$ cat config.mk
export PLATFORM = sky130hd
export DESIGN_NAME = sec_alarm_clock
export DESIGN_NICKNAME = d
export VERILOG_FILES = /design/src/rtl/sac_pkg.sv /design/src/rtl/sac_datapath.sv /design/src/rtl/sac_ctrl.sv /design/src/rtl/sec_alarm_clock.sv
export SDC_FILE = /design/constraint.sdc
export NUM_CORES = 1
export LEC_CHECK = 0
export CORE_MARGIN = 3
export CORE_UTILIZATION = 40
export CTS_CLUSTER_DIAMETER = 200
export DETAILED_ROUTE_END_ITERATION = 10
export DONT_BUFFER_PORTS = 1
export PLACE_DENSITY = 0.51
export SLEW_MARGIN = 5
export SYNTH_ARGS = -nofsm -noshare
export SYNTH_HDL_FRONTEND = slang
export SYNTH_SLANG_ARGS = --single-unit
$ cat constraint.sdc
create_clock -name clk -period 6.65 [get_ports clk]
set_clock_uncertainty 0.1 [all_clocks]
set_input_delay 0.665 -clock clk [delete_from_list [all_inputs] [get_ports clk]]
set_output_delay 0.665 -clock clk [all_outputs]
set_load 0.005 [all_outputs]
$ cat src/rtl/sac_pkg.sv
package sac_pkg;
  localparam int DATA_W = 32;

  // word offsets (byte offset >> 2)
  localparam logic [9:0] OFS_COUNT = 10'h000;
  localparam logic [9:0] OFS_ALARM = 10'h001;
  localparam logic [9:0] OFS_LOAD  = 10'h002;
  localparam logic [9:0] OFS_CTRL  = 10'h003;
  localparam logic [9:0] OFS_MASK  = 10'h004;
  localparam logic [9:0] OFS_RAW   = 10'h005;
  localparam logic [9:0] OFS_MSKD  = 10'h006;
  localparam logic [9:0] OFS_CLR   = 10'h007;

  typedef struct packed {
    logic loadWr;
    logic alarmWr;
    logic maskWr;
    logic clearWr;
  } sac_strobe_t;

  typedef struct packed {
    logic [DATA_W-1:0] count;
    logic [DATA_W-1:0] alarmVal;
    logic [DATA_W-1:0] loadVal;
    logic              maskBit;
    logic              rawStat;
  } sac_view_t;
endpackage

$ cat src/rtl/sac_datapath.sv
module sac_datapath
  import sac_pkg::*;
#(
  parameter int CLKS_PER_SEC = 50_000_000
) (
  input  logic              clk,
  input  logic              rstN,
  input  sac_strobe_t       strb,
  input  logic [DATA_W-1:0] wdata,
  output sac_view_t         view,
  output logic              irq
);
  localparam int PRE_W = (CLKS_PER_SEC > 1) ? $clog2(CLKS_PER_SEC) : 1;

  logic              secEdge;
  logic              tick;
  logic [DATA_W-1:0] count, alarmVal, loadVal;
  logic              maskBit, rawStat;
  logic [DATA_W-1:0] cntNext, alarmNext;
  logic              setEv;

  generate
    if (CLKS_PER_SEC <= 1) begin : g_noPre
      assign secEdge = 1'b1;
    end else begin : g_pre
      logic [PRE_W-1:0] preCnt;
      always_ff @(posedge clk) begin
        if (!rstN || strb.loadWr || secEdge) preCnt <= '0;
        else                                 preCnt <= preCnt + 1'b1;
      end
      assign secEdge = (preCnt == PRE_W'(CLKS_PER_SEC - 1));
    end
  endgenerate

  assign tick      = secEdge && !strb.loadWr;
  assign cntNext   = strb.loadWr ? wdata : (tick ? count + 1'b1 : count);
  assign alarmNext = strb.alarmWr ? wdata : alarmVal;
  assign setEv     = (strb.loadWr || strb.alarmWr || tick) && (cntNext == alarmNext);

  always_ff @(posedge clk) begin
    if (!rstN) begin
      count    <= '0;
      alarmVal <= '0;
      loadVal  <= '0;
      maskBit  <= 1'b0;
      rawStat  <= 1'b0;
    end else begin
      count    <= cntNext;
      alarmVal <= alarmNext;
      if (strb.loadWr) loadVal <= wdata;
      if (strb.maskWr) maskBit <= wdata[0];
      if (setEv)             rawStat <= 1'b1;
      else if (strb.clearWr) rawStat <= 1'b0;
    end
  end

  assign irq  = rawStat & maskBit;
  assign view = '{count: count, alarmVal: alarmVal, loadVal: loadVal,
                  maskBit: maskBit, rawStat: rawStat};

  p_load_r3: assert property (@(posedge clk) disable iff (!rstN)
    strb.loadWr |=> count == $past(wdata));
  p_step_r2: assert property (@(posedge clk) disable iff (!rstN)
    (secEdge && !strb.loadWr) |=> count == $past(count) + 1'b1);
  p_hold_r2: assert property (@(posedge clk) disable iff (!rstN)
    (!secEdge && !strb.loadWr) |=> $stable(count));
  p_set_r5: assert property (@(posedge clk) disable iff (!rstN)
    (tick && count + 1'b1 == alarmNext) |=> rawStat);
  p_clear_r9: assert property (@(posedge clk) disable iff (!rstN)
    (strb.clearWr && !setEv) |=> !rawStat);
endmodule

$ cat src/rtl/sac_ctrl.sv
module sac_ctrl
  import sac_pkg::*;
#(
  parameter int ADDR_W = 12
) (
  input  logic              clk,
  input  logic              rstN,
  input  logic [ADDR_W-1:0] busAddr,
  input  logic              busRd,
  input  logic              busWr,
  input  sac_view_t         view,
  output sac_strobe_t       strb,
  output logic [DATA_W-1:0] busRdata
);
  localparam int WORD_W = ADDR_W - 2;

  logic [WORD_W-1:0] word;
  logic              inIdWin;
  logic [2:0]        idIdx;
  logic [DATA_W-1:0] rdMux;

  function automatic logic [7:0] idByte(input logic [2:0] idx);
    case (idx)
      3'd0: idByte = 8'h31;
      3'd1: idByte = 8'h10;
      3'd2: idByte = 8'h14;
      3'd3: idByte = 8'h00;
      3'd4: idByte = 8'h0D;
      3'd5: idByte = 8'hF0;
      3'd6: idByte = 8'h05;
      default: idByte = 8'hB1;
    endcase
  endfunction

  assign word    = busAddr[ADDR_W-1:2];
  assign inIdWin = &busAddr[ADDR_W-1:5];
  assign idIdx   = busAddr[4:2];

  always_comb begin
    strb = '0;
    if (busWr) begin
      case (word)
        WORD_W'(OFS_LOAD):  strb.loadWr  = 1'b1;
        WORD_W'(OFS_ALARM): strb.alarmWr = 1'b1;
        WORD_W'(OFS_MASK):  strb.maskWr  = 1'b1;
        WORD_W'(OFS_CLR):   strb.clearWr = 1'b1;
        default: ;
      endcase
    end
  end

  always_comb begin
    rdMux = '0;
    if (inIdWin) rdMux = DATA_W'(idByte(idIdx));
    else begin
      case (word)
        WORD_W'(OFS_COUNT): rdMux = view.count;
        WORD_W'(OFS_ALARM): rdMux = view.alarmVal;
        WORD_W'(OFS_LOAD):  rdMux = view.loadVal;
        WORD_W'(OFS_CTRL):  rdMux = DATA_W'(1);
        WORD_W'(OFS_MASK):  rdMux = DATA_W'(view.maskBit);
        WORD_W'(OFS_RAW):   rdMux = DATA_W'(view.rawStat);
        WORD_W'(OFS_MSKD):  rdMux = DATA_W'(view.rawStat & view.maskBit);
        default:            rdMux = '0;
      endcase
    end
  end

  assign busRdata = busRd ? rdMux : '0;

  p_one_strobe_r12: assert property (@(posedge clk) disable iff (!rstN)
    $onehot0({strb.loadWr, strb.alarmWr, strb.maskWr, strb.clearWr}));
  p_no_strobe_idle_r12: assert property (@(posedge clk) disable iff (!rstN)
    !busWr |-> strb == '0);
endmodule

$ cat src/rtl/sec_alarm_clock.sv
module sec_alarm_clock
  import sac_pkg::*;
#(
  parameter int CLKS_PER_SEC = 50_000_000,
  parameter int ADDR_W       = 12
) (
  input  logic              clk,
  input  logic              rstN,
  input  logic [ADDR_W-1:0] busAddr,
  input  logic              busRd,
  input  logic              busWr,
  input  logic [31:0]       busWdata,
  output logic [31:0]       busRdata,
  output logic              irqOut
);
  sac_strobe_t strb;
  sac_view_t   view;

  sac_ctrl #(.ADDR_W(ADDR_W)) u_ctrl (
    .clk(clk), .rstN(rstN), .busAddr(busAddr), .busRd(busRd), .busWr(busWr),
    .view(view), .strb(strb), .busRdata(busRdata)
  );

  sac_datapath #(.CLKS_PER_SEC(CLKS_PER_SEC)) u_dp (
    .clk(clk), .rstN(rstN), .strb(strb), .wdata(busWdata),
    .view(view), .irq(irqOut)
  );

  p_irq_needs_mask_r10: assert property (@(posedge clk) disable iff (!rstN)
    irqOut |-> view.maskBit && view.rawStat);
endmodule

# --- After elaboration in Yosys (flattened, before gate mapping) ---
# Cells that the tools add are included.
word_totals:
  reg_bits: 124
  input_bits: 48
  out_inout_bits: 33
op_classes:
  n_addsub: 2
  eq_ne: 15
  muxes: 14
  bitwise: 2
  n_reduce_logical: 12
ops:
  columns: ["op", "n"]
  rows:
  - ["$pmux W32 S7", 1]
  - ["$mux W32", 5]
  - ["$pmux W8 S7", 1]
  - ["$eq A10 B3 Y1 const B", 4]
  - ["$add A32 B1 Y32 const B", 1]
  - ["$eq A32 B32 Y1", 1]
  - ["$add A26 B1 Y26 const B", 1]
  - ["$eq A26 B26 Y1 const B", 1]
  - ["$eq A10 B2 Y1 const B", 2]
  - ["$eq A10 B1 Y1 const B", 1]
  - ["$logic_not A10 Y1", 1]
  - ["$eq A3 B3 Y1 const B", 3]
  - ["$reduce_and A7 Y1", 1]
  - ["$eq A3 B2 Y1 const B", 2]
  - ["$mux W1", 6]
  - ["$logic_or A1 B1 Y1", 4]
  - ["$mux W4", 1]
  - ["$eq A3 B1 Y1 const B", 1]
  - ["$logic_not A3 Y1", 1]
  - ["$and A1 B1 Y1", 2]
  - ["$logic_and A1 B1 Y1", 2]
  - ["$logic_not A1 Y1", 2]
  - ["$reduce_bool A2 Y1", 1]

# --- Depth between registers and ports, before layout ---
# Gate-level depths: netlist (run 1).
depth:
  ltp_word: 10
  ltp_mapped: 12
  mapped_depth_nobuf: 10

# --- Modules after synthesis ---
# Synthesis (run 1) repeated with hierarchy kept, for this count alone.
unflattened:
  cells_unflattened: 977
  hier_area_um2: 8350.5
by_module_without_submodules:
  columns: ["mod", "instances", "cells_each", "area_per_inst_um2", "seq_area_each_um2"]
  rows:
  - ["sac_datapath", 1, 824, 7173.1, 2482.4]
  - ["sac_ctrl", 1, 153, 1177.4, 0.0]

# --- Worst setup path before layout (run 1) ---
# Ideal clock, no wire load.
synth_timing:
  path_kind: "input -> register"
  from: "input port busAddr[8]"
  to: "register u_dp.rawStat"
  t_arrival_ns: 2.960
  t_required_ns: 6.481
  slack_ns: 3.521
  cell_stages: 11
  path_buffers: 2
  path_cell_list: "or4_4 > buf_6 > or3_1 > buf_2 > o32a_1 > a31oi_1 > a311oi_1 > a2111oi_4 > o2111a_1 > nand4_1 > o21ai_1"
synth_via:
  elab_chain_cells: 10
synth_rtl:
  columns: ["element", "line", "text"]
  rows:
  - ["start: declaration", "sec_alarm_clock.sv:9", "input logic [ADDR_W-1:0] busAddr,"]
  - ["$eq A10 B2 Y1", "sac_ctrl.sv:42", "case (word)"]
  - ["$mux W1", "sac_ctrl.sv:42", null]
  - ["$mux W4 *", "sac_ctrl.sv:41", "if (busWr) begin"]
  - ["$logic_not A1 Y1", "sac_datapath.sv:35", "assign tick = secEdge && !strb.loadWr;"]
  - ["$logic_and A1 B1 Y1", "sac_datapath.sv:35", null]
  - ["$mux W32 (2 in series)", "sac_datapath.sv:36", "assign cntNext = strb.loadWr ? wdata : (tick ? count + 1'b1 : count);"]
  - ["$eq A32 B32 Y1", "sac_datapath.sv:38", "assign setEv = (strb.loadWr || strb.alarmWr || tick) && (cntNext == alarmNext);"]
  - ["$logic_and A1 B1 Y1", "sac_datapath.sv:38", null]
  - ["$mux W1 / $reduce_bool A2 Y1 (equally long branches)", null, null]
  - ["end signal: assignment", "sac_datapath.sv:46", "rawStat <= 1'b0;"]
  - ["end signal: assignment", "sac_datapath.sv:52", "if (setEv) rawStat <= 1'b1;"]
  - ["end signal: assignment", "sac_datapath.sv:53", "else if (strb.clearWr) rawStat <= 1'b0;"]
  - ["end: declaration", "sac_datapath.sv:18", "logic maskBit, rawStat;"]
# Every way passes the cells marked *; elsewhere a longest branch is shown, timed or not.
# A chain may end at the register's enable or synchronous reset.

# --- Worst setup path after layout (run 1) ---
layout_timing:
  from: "input port busAddr[8]"
  to: "output port busRdata[16]"
layout_via:
  elab_chain_cells: 4
layout_rtl:
  columns: ["element", "line", "text"]
  rows:
  - ["$eq A10 B3 Y1, or another cell as far along", "sac_ctrl.sv:56", "case (word)"]
  - ["$pmux W32 S7", "sac_ctrl.sv:56", null]
  - ["$mux W32 *", "sac_ctrl.sv:54", "if (inIdWin) rdMux = DATA_W'(idByte(idIdx));"]
  - ["$mux W32 *", "sac_ctrl.sv:69", "assign busRdata = busRd ? rdMux : '0;"]
  - ["end: declaration", "sec_alarm_clock.sv:13", "output logic [31:0] busRdata,"]
# Marks and branches as above.

==> results of run 1 <==
cell type report:
cell class,count,area share
Clock buffer,19,0.0511
Clock inverter,13,0.0188
Inverter,11,0.00466
Multi-Input combinational cell,879,0.599
Sequential cell,124,0.280
Tap cell,265,0.0374
Timing Repair Buffer,10,0.00848
registers in the layout (all words and copies together) (netlist names):
signal,count
u_dp.maskBit,1
u_dp.g_pre.preCnt,26
u_dp.loadVal,32
u_dp.alarmVal,32
u_dp.count,32
u_dp.rawStat,1
Yosys cell counts (5+ instances only):
cell,n
and3_1,12
o311ai_0,5
a21oi_1,98
a32oi_1,6
or3_1,14
nor4_1,20
nor2_1,151
clkbuf_1,52
o21ai_0,23
nand4b_1,5
mux2i_1,42
nand2_1,169
a31oi_1,7
xnor2_1,33
buf_2,9
dfxtp_1,124
nand3_1,30
a21boi_0,7
nand4_1,35
buf_1,6
inv_1,11
nor2b_1,7
o211ai_1,12
xor2_1,32
and4_1,13
a211oi_1,27
nor3_1,27
and2_1,14
per-layer routing:
| layer | GRT usage | part of all wire | vias up |
|---|---|---|---|
| met4 | 0.0517 | 0.0093 | 0 |
| met5 | 0 | 0 | - |
| met2 | 0.384 | 0.44 | 223 |
| li1 | - | - | 3823 |
| met3 | 0.0466 | 0.061 | 22 |
| met1 | 0.376 | 0.48 | 3756 |
worst register-to-register path, stage by stage (launching register included):
cell and delay (ns):
dfxtp_1 0.35, nor4b_2 0.34, nand4_2 0.54, nor4_1 0.62
xnor2_1 0.25, or2_2 0.32, o211a_1 0.13, a2111oi_0 0.46
nand4_1 0.28, o21ai_1 0.18
stage by stage:
stage	util	worst slack (ns)	total power, W
finish	0.449	2.88	0.00177
global route	0.449	2.55	0.00183
CTS	0.449	2.84	0.00179
detailed placement	0.418	2.60	0.000807
global placement	0.418	2.62	0.000807
floorplan	-	3.52	0.000804
report_power, final:
group | total, W | switching, W | internal [W]
registers | 0.000747 | 0.00000172 | 0.000745
logic | 0.0000438 | 0.0000297 | 0.0000142
clock network | 0.000984 | 0.000374 | 0.000610
how the worst max path moves through the flow:
stage | slack (ns) | end | depth (start not counted) | startpoint
floorplan | 3.52 | u_dp.rawStat$_SDFFE_PN0P_ | 11 | busAddr[8]
global route | 2.55 | busRdata[22] | 5 | busAddr[8]
detailed placement | 2.60 | u_dp.rawStat$_SDFFE_PN0P_ | 10 | busAddr[8]
finish | 2.88 | busRdata[16] | 5 | busAddr[8]
CTS | 2.84 | busRdata[16] | 5 | busAddr[8]
global placement | 2.62 | u_dp.rawStat$_SDFFE_PN0P_ | 10 | busAddr[8]
logic make-up after synthesis:
kind of cell / after synthesis
multiplexers: 45
buffers and inverters: 83
flip-flops: 124
AO/OA/AOI/OAI: 233
XOR/XNOR: 69
adder cells (fa/ha/maj): 2
AND/OR/NAND/NOR: 530
==> metrics.csv, run 1 <==
metric;value;unit
crit_type;in -> out;
gr-total-overflow;0;
ys_ff_latch;124;
cap_viol_max_count;0;
critPathArrivalTime;3.00;ns
routed_wirelength;27600;um
wl_per_cell;20.9;um
grt_max_degree;70;
drv_slew;0;
synth_edf_count;0;
synth_xor_area_frac;0.0814;
dpl_cell_area;0.00824;mm2
die_width;148;um
ys.flop_type;dfxtp_1;
tightest_slew;1.15;ns
cp_slowest_stage_delay;0.76;ns
cts_buffers;17;
cts_tree;built;
initial_core_util;0.412;
r2r.worst_path.cells;9;
rrSetupSlack;3.00;ns
ios;81;
path_clk_slew;0.06;ns
dp_cells;1289;
clock.fmax;265;MHz
setup_violations;0;
cts_resized;0;
cp_top_family;simple AND/OR/NAND/NOR gates;
fin_crit_sh;0.567;
reg2reg_from;u_dp.g_pre.preCnt[8]$_SDFF_PP0_;
synth_seq_area_share;0.306;
async_flop_share;0;
rsz0062_at_grt;no;
grtUsageTotal;0.253;
syn_avg_cell_area;7.47;um2
synth_compound_area_frac;0.189;
power.density;200;mW/mm2
grt_pass1_wl;43900;um
cp.required;5.88;ns
fp.dieArea;0.0220;mm2
area_growth;9.11;%
rows;51;
setup_tns;0;ns
yosys-top-cells-area;dfxtp_1 31%, nand2_1 7.8%, nor2_1 7.0%, a21oi_1 6.0%, mux2i_1 5.2%;
holdPathStages;1;
final_nets;1093;
multi_input_area;0.00531;mm2
drt-initial-drc-count;768;
irDropWorstVdd;0.000170;V
synthAdderAreaFrac;0.00308;
syn-num-nets;1136;
netlist_area;0.00812;mm2
antenna_found_initial;0;
hold_viol_final;0;
min_from;rstN;
yosysWarnings;0;
synthSimpleGateAreaFrac;0.320;
synth_cell_types;81;
fin_area;0.00886;mm2
insertion_delay;0.43;ns
clock_path_buffers;2;
path_cells;nor4_1 -> nand2_1 -> nor2_1 -> nand2_1 -> nor2_1;
drive_above_1_share;0.0701;
yosys.area.top_type_share;0.306;
cts.sinks;124;
crit_path_start_kind;input pin;
whs_endpoint;u_dp.count[31]$_SDFF_PN0_;
cp.buffers_inverters;0;
cpMaxStageDelayCell;nand2_1;
drc_errors;0;
hold_ws;0.263;ns
first_global_vias;7364;
cp_max_fo;25;
muxShareOfSynthArea;0.0573;
cts_hold_buf;0;
status;finished clean;
ff_latch_area;0.00248;mm2
layout.cells.non_filler;1321;
synth_cells;1086;
finalWeightedCongestion;0.860;
reg2reg_to;u_dp.rawStat$_SDFFE_PN0P_;
dr.pass1.iters;5;
h-tree-depth;4;
vias_per_cell;5.92;
synth_top_family_by_area;simple AND/OR/NAND/NOR gates;
final_cell_mix;168 x nand2_1, 149 x nor2_1, 124 x dfxtp_1, 98 x a21oi_1, 42 x mux2i_1;
diodes;0;
hpwl;19100;um
core;0.0197;mm2
cts_setup_buffers;0;
cts-root-buf;clkbuf_16;
p_leak;2.92;nW
max-slew-margin-rel;0.227;
yosys.area.top_type;dfxtp_1;
vias;7824;
min-delay-path-class;in -> reg;
die_h;148;um
period_needed;3.77;ns
final_common_cell;nand2_1;
crit_path_end_kind;primary output;
drtAntennaViolNets;0;
nFillCells;1992;
port_buffers;0;
Power figures use the tool's default switching activity.
==> run 2: changes to the inputs <==
--- a/config.mk
+++ b/config.mk
@@ -10,7 +10,7 @@
 export CTS_CLUSTER_DIAMETER = 200
 export DETAILED_ROUTE_END_ITERATION = 10
 export DONT_BUFFER_PORTS = 1
-export PLACE_DENSITY = 0.51
+export PLACE_DENSITY = 0.53
 export SLEW_MARGIN = 5
 export SYNTH_ARGS = -nofsm -noshare
 export SYNTH_HDL_FRONTEND = slang
==> constraint.sdc (replaced) <==
create_clock -name clk -period 3.3 [get_ports clk]
set_clock_uncertainty 0.1 [all_clocks]
set_input_delay 0.33 -clock clk [delete_from_list [all_inputs] [get_ports clk]]
set_output_delay 0.33 -clock clk [all_outputs]
set_load 0.005 [all_outputs]
==> run 2 against run 1 <==
Via count grew 7.6%. Routed wire length rose by 7.0%. Register-to-register slack got worse by 2.8 ns. Combinational power grew to 3.3 times the previous value. Global-route usage grew 1.5 points. Largest cell class unchanged. Setup slack got worse by 2.7 ns.
==> metrics.csv, run 2 (synthesized netlist as in run 1, its figures left out) <==
metric;value;unit;change
status;finished clean;;
cts.sinks;124;;unchanged
cp.buffers_inverters;0;;unchanged
crit_type;reg -> reg;;
path_cells;or4_4 -> or4_4 -> o31a_1 -> o21ai_1 -> a21oi_1 -> nor3_1 -> o221a_1 -> nand4_1 -> o21ai_1;;
max-slew-margin-rel;0.483;;+0.256
grt_max_degree;64;;-8.6%
cts_tree;built;;
grt_pass1_wl;46100;um;+5.0%
vias;8418;;+7.6%
cts_buffers;17;;unchanged
power.density;377;mW/mm2;+88%
irDropWorstVdd;0.000333;V;+96%
cp_max_fo;5;;-80%
antenna_found_initial;0;;unchanged
cp.required;3.56;ns;-2.32 ns
die_h;148;um;unchanged
port_buffers;0;;unchanged
critPathArrivalTime;3.39;ns;+0.39 ns
reg_top3;u_dp.alarmVal (32), u_dp.count (32), u_dp.loadVal (32);;
ios;81;;unchanged
path_clk_slew;0.06;ns;about the same
drive_above_1_share;0.131;;+0.0610
final_cell_mix;168 x nand2_1, 149 x nor2_1, 123 x dfxtp_1, 98 x a21oi_1, 76 x buf_4;;
clock_path_buffers;2;;unchanged
final_common_cell;nand2_1;;
clock.fmax;319;MHz;
drc_errors;0;;unchanged
p_leak;3.46;nW;+18%
cp_top_family;simple AND/OR/NAND/NOR gates;;
rsz0062_at_grt;no;;
cap_viol_max_count;0;;unchanged
drtAntennaViolNets;0;;unchanged
cts-root-buf;clkbuf_16;;
vias_per_cell;5.91;;-0.26%
cp_slowest_stage_delay;0.55;ns;-0.21 ns
finalWorstSetupSlack;0.167;ns;-2.71 ns
routed_wirelength;29500;um;+7.0%
area_growth;21.1;%;
diodes;0;;unchanged
final_nets;1197;;+9.5%
rows;51;;unchanged
die_width;148;um;unchanged
drt-initial-drc-count;677;;-12%
core;0.0197;mm2;unchanged
h-tree-depth;4;;unchanged
hpwl;20100;um;+5.5%
dp_slack;-0.0330;ns;-2.63 ns
fin_util;0.498;;+0.0492
power;0.00371;W;+110%
rrSetupSlack;0.17;ns;-2.83 ns
fp.dieArea;0.0220;mm2;unchanged
period_needed;3.13;ns;
setup_violations;0;;unchanged
finalWeightedCongestion;0.898;;+4.4%
gr-total-overflow;0;;unchanged
grtUsageTotal;0.268;;+0.0152
insertion_delay;0.43;ns;about the same
first_global_vias;7794;;+5.8%
wl_per_cell;20.7;um;-0.82%
min-delay-path-class;in -> reg;;
cpMaxStageDelayCell;or4_4;;
hold_viol_final;0;;unchanged
fin_crit_sh;0.949;;
drv_slew;0;;unchanged
dr.pass1.iters;5;;unchanged
nFillCells;2002;;+0.50%
initial_core_util;0.412;;unchanged
crit_path_end_kind;flip-flop;;
tightest_slew;0.774;ns;-0.374 ns
crit_path_start_kind;flip-flop;;
## run 2: worst reg2reg max path, stage by stage, from the launching register on
cell,delay (ns)
dfxtp_1,0.36
or4_4,0.55
or4_4,0.55
o31a_1,0.29
o21ai_1,0.32
a21oi_1,0.12
nor3_1,0.19
o221a_1,0.23
nand4_1,0.17
o21ai_1,0.16
## run 2: final timing paths
check	start	end	cells past startpoint
worst max-delay path	u_dp.g_pre.preCnt[8]$_SDFF_PP0_	u_dp.rawStat$_SDFFE_PN0P_	9
worst min-delay path	busWdata[6]	u_dp.alarmVal[6]$_SDFF_PN0_	2
worst min register to register	u_dp.g_pre.preCnt[0]$_SDFF_PP0_	u_dp.g_pre.preCnt[0]$_SDFF_PP0_	1
worst max register to register	u_dp.g_pre.preCnt[8]$_SDFF_PP0_	u_dp.rawStat$_SDFFE_PN0P_	9
## run 2: repair_timing
item,in CTS,in global routing
pin swaps,0,1
buffers inserted,0,2
gates resized for setup,1,7
hold endpoints to repair,87,0
endpoints found under the setup margin,1,1
hold buffers,33,0
## run 2: metrics by stage
step                      std cells  hold slack [ns]  TNS, ns  area, um2
after floorplan                1086            0.318        0       8120
after global placement         1358            0.332  -0.0236       8810
after detailed placement       1358            0.339  -0.0330       8810
after CTS                      1423         0.000800        0       9790
after global routing           1425           0.0137        0       9830
final                          1425           0.0208        0       9830
## run 2: power by group
group          internal (W)  leakage (nW)  switching (W)
Combinational     0.0000600          2.16      0.0000829
Sequential          0.00150         0.999     0.00000325
Clock               0.00128         0.301       0.000786
Total               0.00284          3.46       0.000872
## run 2: area by class of cell
| class | count | area (um2) | area share |
|---|---|---|---|
| clock buffers | 17 | 425 | 0.0433 |
| well taps | 265 | 332 | 0.0337 |
| repair buffers | 114 | 1000 | 0.102 |
| flip-flops and latches | 124 | 2480 | 0.253 |
| inverters | 11 | 41.3 | 0.00420 |
| clock inverters | 15 | 213 | 0.0216 |
| multi-input cells | 879 | 5330 | 0.543 |
## run 2: layer usage
metal,wire [um],track usage,share of wire,vias to the layer above
li1,-,-,-,4043
met2,12900,0.396,0.44,316
met4,467,0.0684,0.016,0
met5,0,0,0,-
met3,2190,0.0561,0.074,34
met1,14000,0.398,0.47,4025
==> run 3: changes to the inputs <==
==> constraint.sdc (replaced) <==
create_clock -name clk -period 3.3 [get_ports clk]
set_clock_uncertainty 0.1 [all_clocks]
set_input_delay 0.33 -clock clk [delete_from_list [all_inputs] [get_ports clk]]
set_output_delay 0.33 -clock clk [all_outputs]
set_load 0.1 [all_outputs]
==> run 3 against run 2 <==
Largest cell class unchanged. Flip-flop and latch count did not move. Register-to-register slack got worse by 0.02 ns. Non-clock buffer count rose by 22. Core utilization rose by 2.7 points. Count of clock-buffer cells in the layout did not move. Routed wire length fell by 0.11%. Critical path depth rose by 1. Sequential power barely moved. Highest routed layer unchanged. Cell area rose by 5.4%.
==> metrics.csv, run 3 (synthesized netlist as in run 1, its figures left out) <==
metric;value;unit;change
status;finished clean;;
power;0.00354;W;-4.7%
first_global_vias;7806;;+0.15%
finalWorstSetupSlack;0.146;ns;-0.0211 ns
period_needed;3.15;ns;+0.0211 ns
h-tree-depth;4;;unchanged
layout.cells.non_filler;1447;;+1.5%
insertion_delay;0.43;ns;about the same
setup_violations;0;;unchanged
reg_top3;u_dp.alarmVal (32), u_dp.count (32), u_dp.loadVal (32);;
crit_path_end_kind;flip-flop;;
tightest_slew;0.974;ns;+0.199 ns
max-slew-margin-rel;0.350;;-0.133
cp_slowest_stage_delay;0.56;ns;about the same
cpMostUsedCell;nand4_1;;
cp_max_fo;5;;unchanged
dp_slack;0.0678;ns;+0.101 ns
diodes;0;;unchanged
area_growth;27.6;%;
drive_above_1_share;0.177;;+0.0458
core;0.0197;mm2;unchanged
path_clk_slew;0.06;ns;about the same
die_width;148;um;unchanged
cts.sinks;124;;unchanged
routed_wirelength;29500;um;-0.11%
clock_path_buffers;2;;unchanged
final_nets;1219;;+1.8%
final_common_cell;nand2_1;;
fin_crit_sh;0.956;;+0.00639
port_buffers;0;;unchanged
hold_viol_final;0;;unchanged
irDropWorstVdd;0.000336;V;+1.0%
initial_core_util;0.412;;unchanged
grtUsageTotal;0.267;;-0.00165
clock.fmax;317;MHz;-0.67%
wl_per_cell;20.4;um;-1.6%
antenna_found_initial;0;;unchanged
finalWeightedCongestion;0.903;;+0.61%
dr.pass1.iters;5;;unchanged
final_cell_mix;167 x nand2_1, 124 x nor2_1, 123 x dfxtp_1, 98 x a21oi_1, 74 x buf_4;;
gr-total-overflow;0;;unchanged
crit_path_start_kind;flip-flop;;
vias;8583;;+2.0%
fin_area;0.0104;mm2;+5.4%
path_cells;or4_4 -> nor3_4 -> buf_4 -> nand4_1 -> xor2_2 -> o211ai_1 -> a2bb2oi_1 -> a2111oi_1 -> nand4_1 -> o21ai_1;;
drt-initial-drc-count;812;;+20%
die_h;148;um;unchanged
drv_slew;0;;unchanged
cts_buffers;17;;unchanged
min-delay-path-class;in -> reg;;
cts_tree;built;;
cts-root-buf;clkbuf_16;;
grt_max_degree;57;;-11%
power.density;341;mW/mm2;-9.5%
crit_type;reg -> reg;;
grt_pass1_wl;45800;um;-0.51%
rows;51;;unchanged
vias_per_cell;5.93;;+0.41%
dpl_cell_area;0.00940;mm2;+6.6%
cp.required;3.55;ns;about the same
hpwl;20300;um;+0.59%
ios;81;;unchanged
nFillCells;1930;;-3.6%
dp_cells;1383;;+1.8%
cap_viol_max_count;0;;unchanged
fp.dieArea;0.0220;mm2;unchanged
drc_errors;0;;unchanged
drtAntennaViolNets;0;;unchanged
p_leak;3.64;nW;+5.3%
cpMaxStageDelayCell;or4_4;;
critPathArrivalTime;3.40;ns;about the same
==> run 3: changes by cell type in the layout (fill, tap and decap cells not counted), sizes merged <==
cell | previous run | this run
bufinv | 4 | 1
inv | 15 | 20
buf | 81 | 104
clkinv | 4 | 1
clkinvlp | 3 | 4
dlygate4sd3 | 33 | 32
==> run 3: worst paths after layout <==
kind / start / to / slack (ns) / cells after the start
worst max-delay path: u_dp.g_pre.preCnt[8]$_SDFF_PP0_ / u_dp.rawStat$_SDFFE_PN0P_ / 0.15 / 10
worst min-delay path: busWdata[10] / u_dp.alarmVal[10]$_SDFF_PN0_ / 0.01 / 2
worst min register to register: u_dp.g_pre.preCnt[0]$_SDFF_PP0_ / u_dp.g_pre.preCnt[0]$_SDFF_PP0_ / 0.35 / 1
worst max register to register: u_dp.g_pre.preCnt[8]$_SDFF_PP0_ / u_dp.rawStat$_SDFFE_PN0P_ / 0.15 / 10
==> run 3: per-layer routing <==
layer | track usage | wire length (um) | part of all wire | vias up
met5 | 0 | 0 | 0 | -
met4 | 0.0725 | 587 | 0.020 | 0
li1 | - | - | - | 4087
met2 | 0.397 | 13000 | 0.44 | 386
met1 | 0.391 | 13200 | 0.45 | 4070
met3 | 0.0548 | 2690 | 0.091 | 40
==> run 3: through the flow <==
step,setup TNS (ns),utilization,hold slack [ns]
floorplan,-0.00555,-,0.318
global placement,0,0.477,0.332
detailed placement,0,0.477,0.335
CTS,0,0.522,0.00141
global route,-0.00928,0.525,0.0223
finish,0,0.525,0.0146
==> run 3: critical path, delay by kind of cell, from the launching register on <==
family | cells | cell delay, ns
AO/OA/AOI/OAI | 4 | 0.91
XOR/XNOR | 1 | 0.26
buffers and inverters | 1 | 0.18
flip-flops | 1 | 0.38
AND/OR/NAND/NOR | 4 | 1.25
==> run 3: area by class of cell <==
| cell class | count | area (um2) | area share |
|---|---|---|---|
| flip-flops and latches | 124 | 2480 | 0.240 |
| repair buffers | 136 | 1480 | 0.143 |
| inverters | 11 | 41.3 | 0.00399 |
| clock inverters | 15 | 153 | 0.0147 |
| multi-input cells | 879 | 5450 | 0.526 |
| clock buffers | 17 | 425 | 0.0411 |
| well taps | 265 | 332 | 0.0320 |
==> run 3: what timing repair did <==
| item | in CTS | in global routing |
|---|---|---|
| hold buffers | 32 | 0 |
| setup endpoints to repair | 0 | 1 |
| setup buffers | 0 | 0 |
| endpoints found under the hold margin | 84 | 0 |
| resized for setup | 0 | 13 |
==> run 3: report_power, final <==
| part | internal (W) | total [W] | switching [W] |
|---|---|---|---|
| combinational | 0.0000622 | 0.000148 | 0.0000857 |
| sequential | 0.00150 | 0.00150 | 0.00000334 |
| clock | 0.00106 | 0.00189 | 0.000822 |
